===== src/rtl/fp_csr_pkg.sv =====
package fp_csr_pkg;
  typedef enum logic [1:0] {
    OP_READ  = 2'b00,
    OP_WRITE = 2'b01,
    OP_SET   = 2'b10,
    OP_CLEAR = 2'b11
  } csr_op_e;

  localparam logic [2:0] RM_DYNAMIC = 3'b111;
  localparam logic [2:0] RM_LAST_OK = 3'b100;
endpackage


===== src/rtl/fp_csr_field_update.sv =====
module fp_csr_field_update #(
  parameter int W = 5
) (
  input  logic [1:0]   op,
  input  logic [W-1:0] old_val,
  input  logic [W-1:0] wdata,
  output logic [W-1:0] new_val
);
  import fp_csr_pkg::*;

  always_comb begin
    unique case (csr_op_e'(op))
      OP_WRITE: new_val = wdata;
      OP_SET:   new_val = old_val | wdata;
      OP_CLEAR: new_val = old_val & ~wdata;
      default:  new_val = old_val;
    endcase
  end
endmodule


===== src/rtl/fp_rm_resolve.sv =====
module fp_rm_resolve #(
  parameter int RM_W = 3
) (
  input  logic [RM_W-1:0] insn_rm,
  input  logic [RM_W-1:0] stored_rm,
  output logic [RM_W-1:0] eff_rm,
  output logic            bad_rm
);
  import fp_csr_pkg::*;

  always_comb begin
    eff_rm = (insn_rm == RM_W'(RM_DYNAMIC)) ? stored_rm : insn_rm;
    bad_rm = (eff_rm > RM_W'(RM_LAST_OK));
  end
endmodule


===== src/rtl/fp_csr_unit.sv =====
module fp_csr_unit #(
  parameter int          ADDR_W     = 12,
  parameter int          DATA_W     = 32,
  parameter int          FLAG_W     = 5,
  parameter int          RM_W       = 3,
  parameter logic [11:0] ADDR_FLAGS = 12'h001,
  parameter logic [11:0] ADDR_MODE  = 12'h002,
  parameter logic [11:0] ADDR_FULL  = 12'h003
) (
  input  logic              clk,
  input  logic              rst,
  input  logic              csr_en,
  input  logic [1:0]        csr_op,
  input  logic [ADDR_W-1:0] csr_addr,
  input  logic [DATA_W-1:0] csr_wdata,
  output logic [DATA_W-1:0] csr_rdata,
  output logic              csr_hit,
  input  logic              acc_valid,
  input  logic [FLAG_W-1:0] acc_flags,
  input  logic [RM_W-1:0]   insn_rm,
  output logic [RM_W-1:0]   rm_eff,
  output logic              rm_illegal,
  output logic [RM_W-1:0]   cur_frm,
  output logic [FLAG_W-1:0] cur_flags
);
  localparam int FULL_W = RM_W + FLAG_W;

  logic [FLAG_W-1:0] flags_q, flags_csr, flags_nxt, flags_upd;
  logic [RM_W-1:0]   frm_q, frm_nxt, frm_upd;
  logic [FULL_W-1:0] full_old, full_upd;
  logic [DATA_W-1:0] rd_nxt;
  logic              sel_flags, sel_mode, sel_full;
  logic [RM_W-1:0]   eff_c;
  logic              bad_c;

  assign sel_flags = csr_en && (csr_addr == ADDR_W'(ADDR_FLAGS));
  assign sel_mode  = csr_en && (csr_addr == ADDR_W'(ADDR_MODE));
  assign sel_full  = csr_en && (csr_addr == ADDR_W'(ADDR_FULL));
  assign full_old  = {frm_q, flags_q};

  fp_csr_field_update #(.W(FLAG_W)) u_upd_flags (
    .op(csr_op), .old_val(flags_q), .wdata(csr_wdata[FLAG_W-1:0]), .new_val(flags_upd)
  );
  fp_csr_field_update #(.W(RM_W)) u_upd_mode (
    .op(csr_op), .old_val(frm_q), .wdata(csr_wdata[RM_W-1:0]), .new_val(frm_upd)
  );
  fp_csr_field_update #(.W(FULL_W)) u_upd_full (
    .op(csr_op), .old_val(full_old), .wdata(csr_wdata[FULL_W-1:0]), .new_val(full_upd)
  );

  fp_rm_resolve #(.RM_W(RM_W)) u_rm (
    .insn_rm(insn_rm), .stored_rm(frm_q), .eff_rm(eff_c), .bad_rm(bad_c)
  );

  always_comb begin
    flags_csr = flags_q;
    frm_nxt   = frm_q;
    rd_nxt    = '0;
    if (sel_flags) begin
      flags_csr              = flags_upd;
      rd_nxt[FLAG_W-1:0]     = flags_q;
    end else if (sel_mode) begin
      frm_nxt                = frm_upd;
      rd_nxt[RM_W-1:0]       = frm_q;
    end else if (sel_full) begin
      flags_csr              = full_upd[FLAG_W-1:0];
      frm_nxt                = full_upd[FULL_W-1:FLAG_W];
      rd_nxt[FULL_W-1:0]     = full_old;
    end
    // accrual lands on top of the software result
    flags_nxt = flags_csr | (acc_valid ? acc_flags : '0);
  end

  always_ff @(posedge clk) begin
    if (rst) begin
      flags_q    <= '0;
      frm_q      <= '0;
      csr_rdata  <= '0;
      csr_hit    <= 1'b0;
      rm_eff     <= '0;
      rm_illegal <= 1'b0;
    end else begin
      flags_q    <= flags_nxt;
      frm_q      <= frm_nxt;
      csr_rdata  <= rd_nxt;
      csr_hit    <= sel_flags | sel_mode | sel_full;
      rm_eff     <= eff_c;
      rm_illegal <= bad_c;
    end
  end

  assign cur_frm   = frm_q;
  assign cur_flags = flags_q;
endmodule


===== config.mk =====
export PLATFORM = sky130hd
export DESIGN_NAME = fp_csr_unit
export DESIGN_NICKNAME = d
export VERILOG_FILES = /design/src/rtl/fp_csr_pkg.sv /design/src/rtl/fp_csr_field_update.sv /design/src/rtl/fp_rm_resolve.sv /design/src/rtl/fp_csr_unit.sv
export SDC_FILE = /design/constraint.sdc
export NUM_CORES = 1
export LEC_CHECK = 0
export CAP_MARGIN = 40
export CELL_PAD_IN_SITES_DETAIL_PLACEMENT = 1
export CELL_PAD_IN_SITES_GLOBAL_PLACEMENT = 1
export CORE_MARGIN = 2
export CORE_UTILIZATION = 21
export CTS_CLUSTER_SIZE = 20
export DETAILED_ROUTE_END_ITERATION = 7
export PLACE_DENSITY = 0.85
export RECOVER_POWER = 100
export SLEW_MARGIN = 20
export SYNTH_ARGS = -nofsm -noshare
export SYNTH_HDL_FRONTEND = slang
export SYNTH_SLANG_ARGS = --single-unit

===== constraint.sdc =====
create_clock -name clk -period 2.1 [get_ports clk]
set_input_delay 0.42 -clock clk [delete_from_list [all_inputs] [get_ports clk]]
set_output_delay 0.42 -clock clk [all_outputs]
set_load 0.005 [all_outputs]

Word level (Yosys, flattened, before mapping)
Index checks and enable logic that the tools add are counted.
{"block": "classes", "n_addsub": 0, "n_mul": 0, "div": 0, "n_lt_le_gt_ge": 1, "n_eq_ne": 7, "shift": 0, "muxes": 14, "bitwise": 14, "n_reduce_logical": 7}
{"operator": "$mux 5", "count": 6}
{"operator": "$eq 12x2->1 const B", "count": 2}
{"operator": "$pmux 8 s3", "count": 1}
{"operator": "$pmux 5 s3", "count": 1}
{"operator": "$eq 12x1->1 const B", "count": 1}
{"operator": "$mux 3", "count": 4}
{"operator": "$or 5x5->5", "count": 2}
{"operator": "$pmux 3 s3", "count": 1}
{"operator": "$and 8x8->8", "count": 1}
{"operator": "$not 8->8", "count": 1}
{"operator": "$or 8x8->8", "count": 1}
{"operator": "$and 5x5->5", "count": 1}
{"operator": "$not 5->5", "count": 1}
{"operator": "$eq 2x2->1 const B", "count": 2}
{"operator": "$reduce_or 4->1", "count": 1}
{"operator": "$and 3x3->3", "count": 1}
{"operator": "$eq 3x3->1 const B", "count": 1}
{"operator": "$gt 3x3->1 const B", "count": 1}
{"operator": "$logic_and 1x1->1", "count": 3}
{"operator": "$not 3->3", "count": 1}
{"operator": "$or 3x3->3", "count": 1}
{"operator": "$reduce_and 3->1", "count": 1}
{"operator": "$reduce_bool 3->1", "count": 1}
{"operator": "$eq 2x1->1 const B", "count": 1}
{"operator": "other kinds (4)", "count": 6}
{"block": "word_totals", "ff_bits": 45, "latch_bits": 0, "mem_bits_rw": 0, "mem_bits_ro": 0, "output_inout_bits": 45, "word_cells": 51, "mem_count": 0}

Longest topological paths before layout
{"block": "depth", "word_depth": 7, "depth_mapped": 5, "ltp_nobuf": 4}

Hierarchy
A second synthesis with hierarchy kept.
{"block": "hier_totals", "hier_cells": 205, "area_unflattened_um2": 1725.4}
{"mod": "fp_csr_unit", "instances": 1, "cells_per_inst": 126, "area_each_um2": 1157.4, "seq_area_each_um2": 420.4}
{"mod": "fp_csr_field_update at u_upd_full", "instances": 1, "cells_per_inst": 34, "area_each_um2": 262.8, "seq_area_each_um2": 0.0}
{"mod": "fp_csr_field_update at u_upd_flags", "instances": 1, "cells_per_inst": 22, "area_each_um2": 172.7, "seq_area_each_um2": 0.0}
{"mod": "fp_csr_field_update at u_upd_mode", "instances": 1, "cells_per_inst": 13, "area_each_um2": 80.1, "seq_area_each_um2": 0.0}
{"mod": "fp_rm_resolve", "instances": 1, "cells_per_inst": 10, "area_each_um2": 52.6, "seq_area_each_um2": 0.0}

Worst setup path after synthesis
Ideal clock, no wire load.
{"block": "synth_timing", "kind": "in2reg", "from": "input csr_addr[9]", "to": "register flags_q[3], in the netlist cur_flags[3]", "setup_ps": 79, "arrival_ps": 1806, "path_slack_ps": 214, "stages": 5, "n_path_buf": 1, "path_cell_list": "or4_4 > nor4_4 > buf_4 > a211oi_1 > a211oi_2"}
{"block": "synth_between", "elab_chain_cells": 6, "elab_cells_between_ends": 10}
{"item": "from (decl)", "line": "fp_csr_unit.sv:14", "text": "input logic [ADDR_W-1:0] csr_addr,"}
{"item": "$eq 12x2->1", "line": "fp_csr_unit.sv:38", "text": "assign sel_full = csr_en && (csr_addr == ADDR_W'(ADDR_FULL));"}
{"item": "$logic_and 1x1->1", "line": "fp_csr_unit.sv:38"}
{"item": "$mux 5", "line": "fp_csr_unit.sv:65", "text": "end else if (sel_full) begin"}
{"item": "$mux 5", "line": "fp_csr_unit.sv:62", "text": "end else if (sel_mode) begin"}
{"item": "$mux 5 (*)", "line": "fp_csr_unit.sv:59", "text": "if (sel_flags) begin"}
{"item": "$or 5x5->5 (*)", "line": "fp_csr_unit.sv:71", "text": "flags_nxt = flags_csr | (acc_valid ? acc_flags : '0);"}
{"item": "to (signal assigned)", "line": "fp_csr_unit.sv:83", "text": "flags_q <= flags_nxt;"}
{"item": "to (decl)", "line": "fp_csr_unit.sv:28", "text": "logic [FLAG_W-1:0] flags_q, flags_csr, flags_nxt, flags_upd;"}
Every way passes the cells marked *; elsewhere a longest branch is shown, timed or not.
A chain may end at the register's enable or synchronous reset.

Final worst setup path
{"block": "layout_timing", "from": "input csr_addr[5]", "to": "register csr_rdata[0]"}
{"block": "layout_between", "elab_chain_cells": 5, "elab_cells_between_ends": 9}
{"item": "$eq 12x2->1", "line": "fp_csr_unit.sv:38"}
{"item": "$logic_and 1x1->1", "line": "fp_csr_unit.sv:38"}
{"item": "$mux 5", "line": "fp_csr_unit.sv:65"}
{"item": "$mux 3", "line": "fp_csr_unit.sv:62"}
{"item": "$mux 5 (*)", "line": "fp_csr_unit.sv:59"}
{"item": "to (signal assigned)", "line": "fp_csr_unit.sv:85", "text": "csr_rdata <= rd_nxt;"}
{"item": "to (decl)", "line": "fp_csr_unit.sv:16", "text": "output logic [DATA_W-1:0] csr_rdata,"}
Marks and branches as above.

==> metrics <==
reg-to-reg setup timing slack=around 0.68 ns; clock-pin slew on the worst setup and hold paths=0.07 ns; cell area after synthesis=roughly 1200 µm²; critical path type=primary input to flip-flop; Area growth, synth to finish=60.97%; Clock power frac=0.302; DP Wirelength=2.970 mm; skew final=between 0.001 and 0.0015 ns; period utilisation layout=0.9625; Max stage delay on crit path=0.54 ns; footprint of the multi-input gates=671.9 µm²; Die W=roughly 80 µm; largest cells by area after synthesis=dfxtp_1 (35%), buf_4 (16%), a211oi_1 (6.2%); Synth area leader=dfxtp_1; CTS Hold Bufs=0; initial drt markers=146; antenna cells=0; PD cells=445.4 nW/µm²; first-pass GRT wire length=between 5 and 6 mm; CTS buffer count=3; status=completed; combinational group share of total power=0.217; largest net degree at the start of global routing=15; Sequential Area=420.4 µm²; Hold WC Path Type=flip-flop to flip-flop; Max IR drop VDD=0.0002076 V; max-cap violations=0; number of synthesized flops with an enable pin=0; Min Hold Slack=0.5263 ns; RSZ-0062 raised after global routing=false; Rows=27; clock net sink count=21; final count of hold timing violations=0; post-route DRC violation count=0; Vias=1298; full die area=6378 µm²; fillers=666; sequential-to-total area share from yosys stat=0.3478; post-synthesis cell count=137; fin crit period=2.021 ns; P_sw=218.8 µW; Crit. End Element=flip-flop; Synth Flop Type=dfxtp_1; Via density=4.652; Initial Utilization=0.2182; CTS tree=done; # setup viols final=0; slowest cell on the critical path=or4_4; area of the core=about 5500 µm²; clk buf depth=2; leak pwr=0.8680 nW; WL final=~4 mm; max-slew violation count=0; Synth cell types=31; yosys warns=0; Max Freq=~490 MHz; grt ovf=0; NumNets Final=266; CP Launch Type=primary input; DR WL/cell=roughly 14 µm; Syn Area/Cell=between 8 and 9 µm²; critical path required time=between 2 and 2.5 ns; total track usage=0.1172; # port buffers=54; vias in the first global route=1230; Non-Filler Instances=279; arrival time worst endpoint=2.21 ns; Seq cells post-synth=21; Die Y-Extent=79.87 µm; I/O Pins=103; Sw Ratio=0.2526; cell chain of the critical path=clkdlybuf4s50_1 -> or4_4 -> nor4_4 -> buf_6 -> buf_4 -> a22oi_1 -> nor2_1; routability congestion estimate=0.7794; CP Max Fanout=7; antenna-violating nets left=0; FFs w/ async S/R, synth=0; placed cell count=267; Int Power=647.7 µW; ratio of cells with drive above 1 in the final layout=0.1691; later-pin clock latency in the skew report=approximately 0.25 ns; initial antenna violation count=0; top cell type's share of synthesized area=0.3478; clock root cell=clkbuf_8; H-tree levels=1; Initial DRT Pass Iterations=4; Reg power frac=0.481
-- placed cells by master (no fill, tap or decap), drive strengths merged --
cell | synthesis | routed
nor2 | 10 | 10
dfxtp | 21 | 21
xor2 | 1 | 1
a211oi | 11 | 11
nand2b | 1 | 1
o211ai | 2 | 2
nand3 | 4 | 4
buf | 25 | 19
a222oi | 4 | 4
clkbuf | 5 | 4
a2bb2oi | 1 | 1
nor4 | 3 | 3
a31oi | 3 | 3
a21o | 3 | 3
inv | 4 | 4
or3 | 1 | 1
a22oi | 3 | 3
o211a | 1 | 1
or4 | 2 | 2
nor3b | 2 | 2
conb | 1 | 24
or3b | 1 | 1
nor2b | 2 | 2
and2 | 2 | 2
a21oi | 3 | 3
clkdlybuf4s50 | 0 | 27
nand2 | 8 | 8
o21ai | 6 | 6
a311oi | 4 | 4
dlygate4sd3 | 0 | 22
and3 | 3 | 3
dlymetal6s2s | 0 | 5
-- what timing repair did --
| action | in CTS | in global routing |
|---|---|---|
| resized for setup | 2 | 10 |
| setup endpoints to repair | 3 | 10 |
| buffers inserted | 0 | 7 |
| gates cloned | 0 | 1 |
| pin swaps | 1 | 10 |
-- stage by stage --
step           utilization  instance area [µm²]  setup slack [ns]  total power [mW]  setup TNS [ns]
2_1_floorplan            -                 1295            0.2145            0.5305               0
3_3_place_gp        0.3252                 1802           -0.2131            0.6080          -2.896
3_5_place_dp        0.3252                 1802           -0.3114            0.6154          -3.693
4_1_cts             0.3345                 1853          0.003102            0.8730               0
5_1_grt             0.3512                 1946          0.002107            0.9089               0
6_report            0.3512                 1946           0.07883            0.8665               0
-- worst max-delay path: cells and delay by family --
family / cells / cell delay, ns
simple gates: 3 / 0.99
buf+inv: 3 / 0.72
compound gates: 1 / 0.08
-- cell families after synthesis --
logic type | share of synthesized area
other cells | 0.003103
xor+xnor | 0.007248
simple gates | 0.2029
compound gates | 0.2557
flops | 0.3478
buf+inv | 0.1832
-- area by class of cell --
cell class              instances  share of cell area
flip-flops and latches         21              0.2161
well taps                      72             0.04630
multi-input cells             105              0.3453
clock buffers                   4             0.02315
repair buffers                 73              0.3614
inverters                       4            0.007717
-- final timing paths --
| check | startpoint | endpoint | cells past startpoint |
|---|---|---|---|
| worst max-delay path | csr_addr[5] | csr_rdata[0]$_SDFF_PP0_ | 7 |
| worst min-delay path | cur_flags[3]$_SDFF_PP0_ | csr_rdata[3]$_SDFF_PP0_ | 1 |
| worst max register to register | cur_frm[1]$_SDFFE_PP0P_ | cur_frm[1]$_SDFFE_PP0P_ | 4 |
| worst min register to register | cur_flags[3]$_SDFF_PP0_ | csr_rdata[3]$_SDFF_PP0_ | 1 |
-- state kept, by name (all words and copies together) (netlist names) --
| register | flops |
|---|---|
| rm_eff | 3 |
| rm_illegal | 1 |
| cur_flags | 5 |
| csr_hit | 1 |
| csr_rdata | 8 |
| cur_frm | 3 |
-- power by group through the flow --
stage          Sequential [mW]  Combinational, mW  Clock (mW)
2_1_floorplan            0.426              0.105           0
3_3_place_gp             0.426              0.182           0
3_5_place_dp             0.426              0.189           0
4_1_cts                  0.417              0.190       0.266
5_1_grt                  0.419              0.207       0.283
6_report                 0.417              0.188       0.261
-- cell usage after synthesis (3+ instances only) --
cell type / instances
a21o_2: 3
a211oi_1: 10
a31oi_1: 3
nand2_1: 8
nand3_1: 4
a21oi_1: 3
clkbuf_1: 5
a222oi_1: 4
a311oi_1: 4
buf_4: 25
dfxtp_1: 21
inv_1: 4
nor2_1: 10
o21ai_0: 6
a22oi_1: 3
and3_1: 3
-- per-layer routing --
| metal | up-vias | share of wire | track usage |
|---|---|---|---|
| met5 | - | 0 | 0 |
| met4 | 0 | 0.0040 | 0.03390 |
| met3 | 4 | 0.081 | 0.01810 |
| met2 | 76 | 0.51 | 0.2092 |
| met1 | 620 | 0.41 | 0.1444 |
| li1 | 598 | - | - |
(Power assumes the default switching activity.)
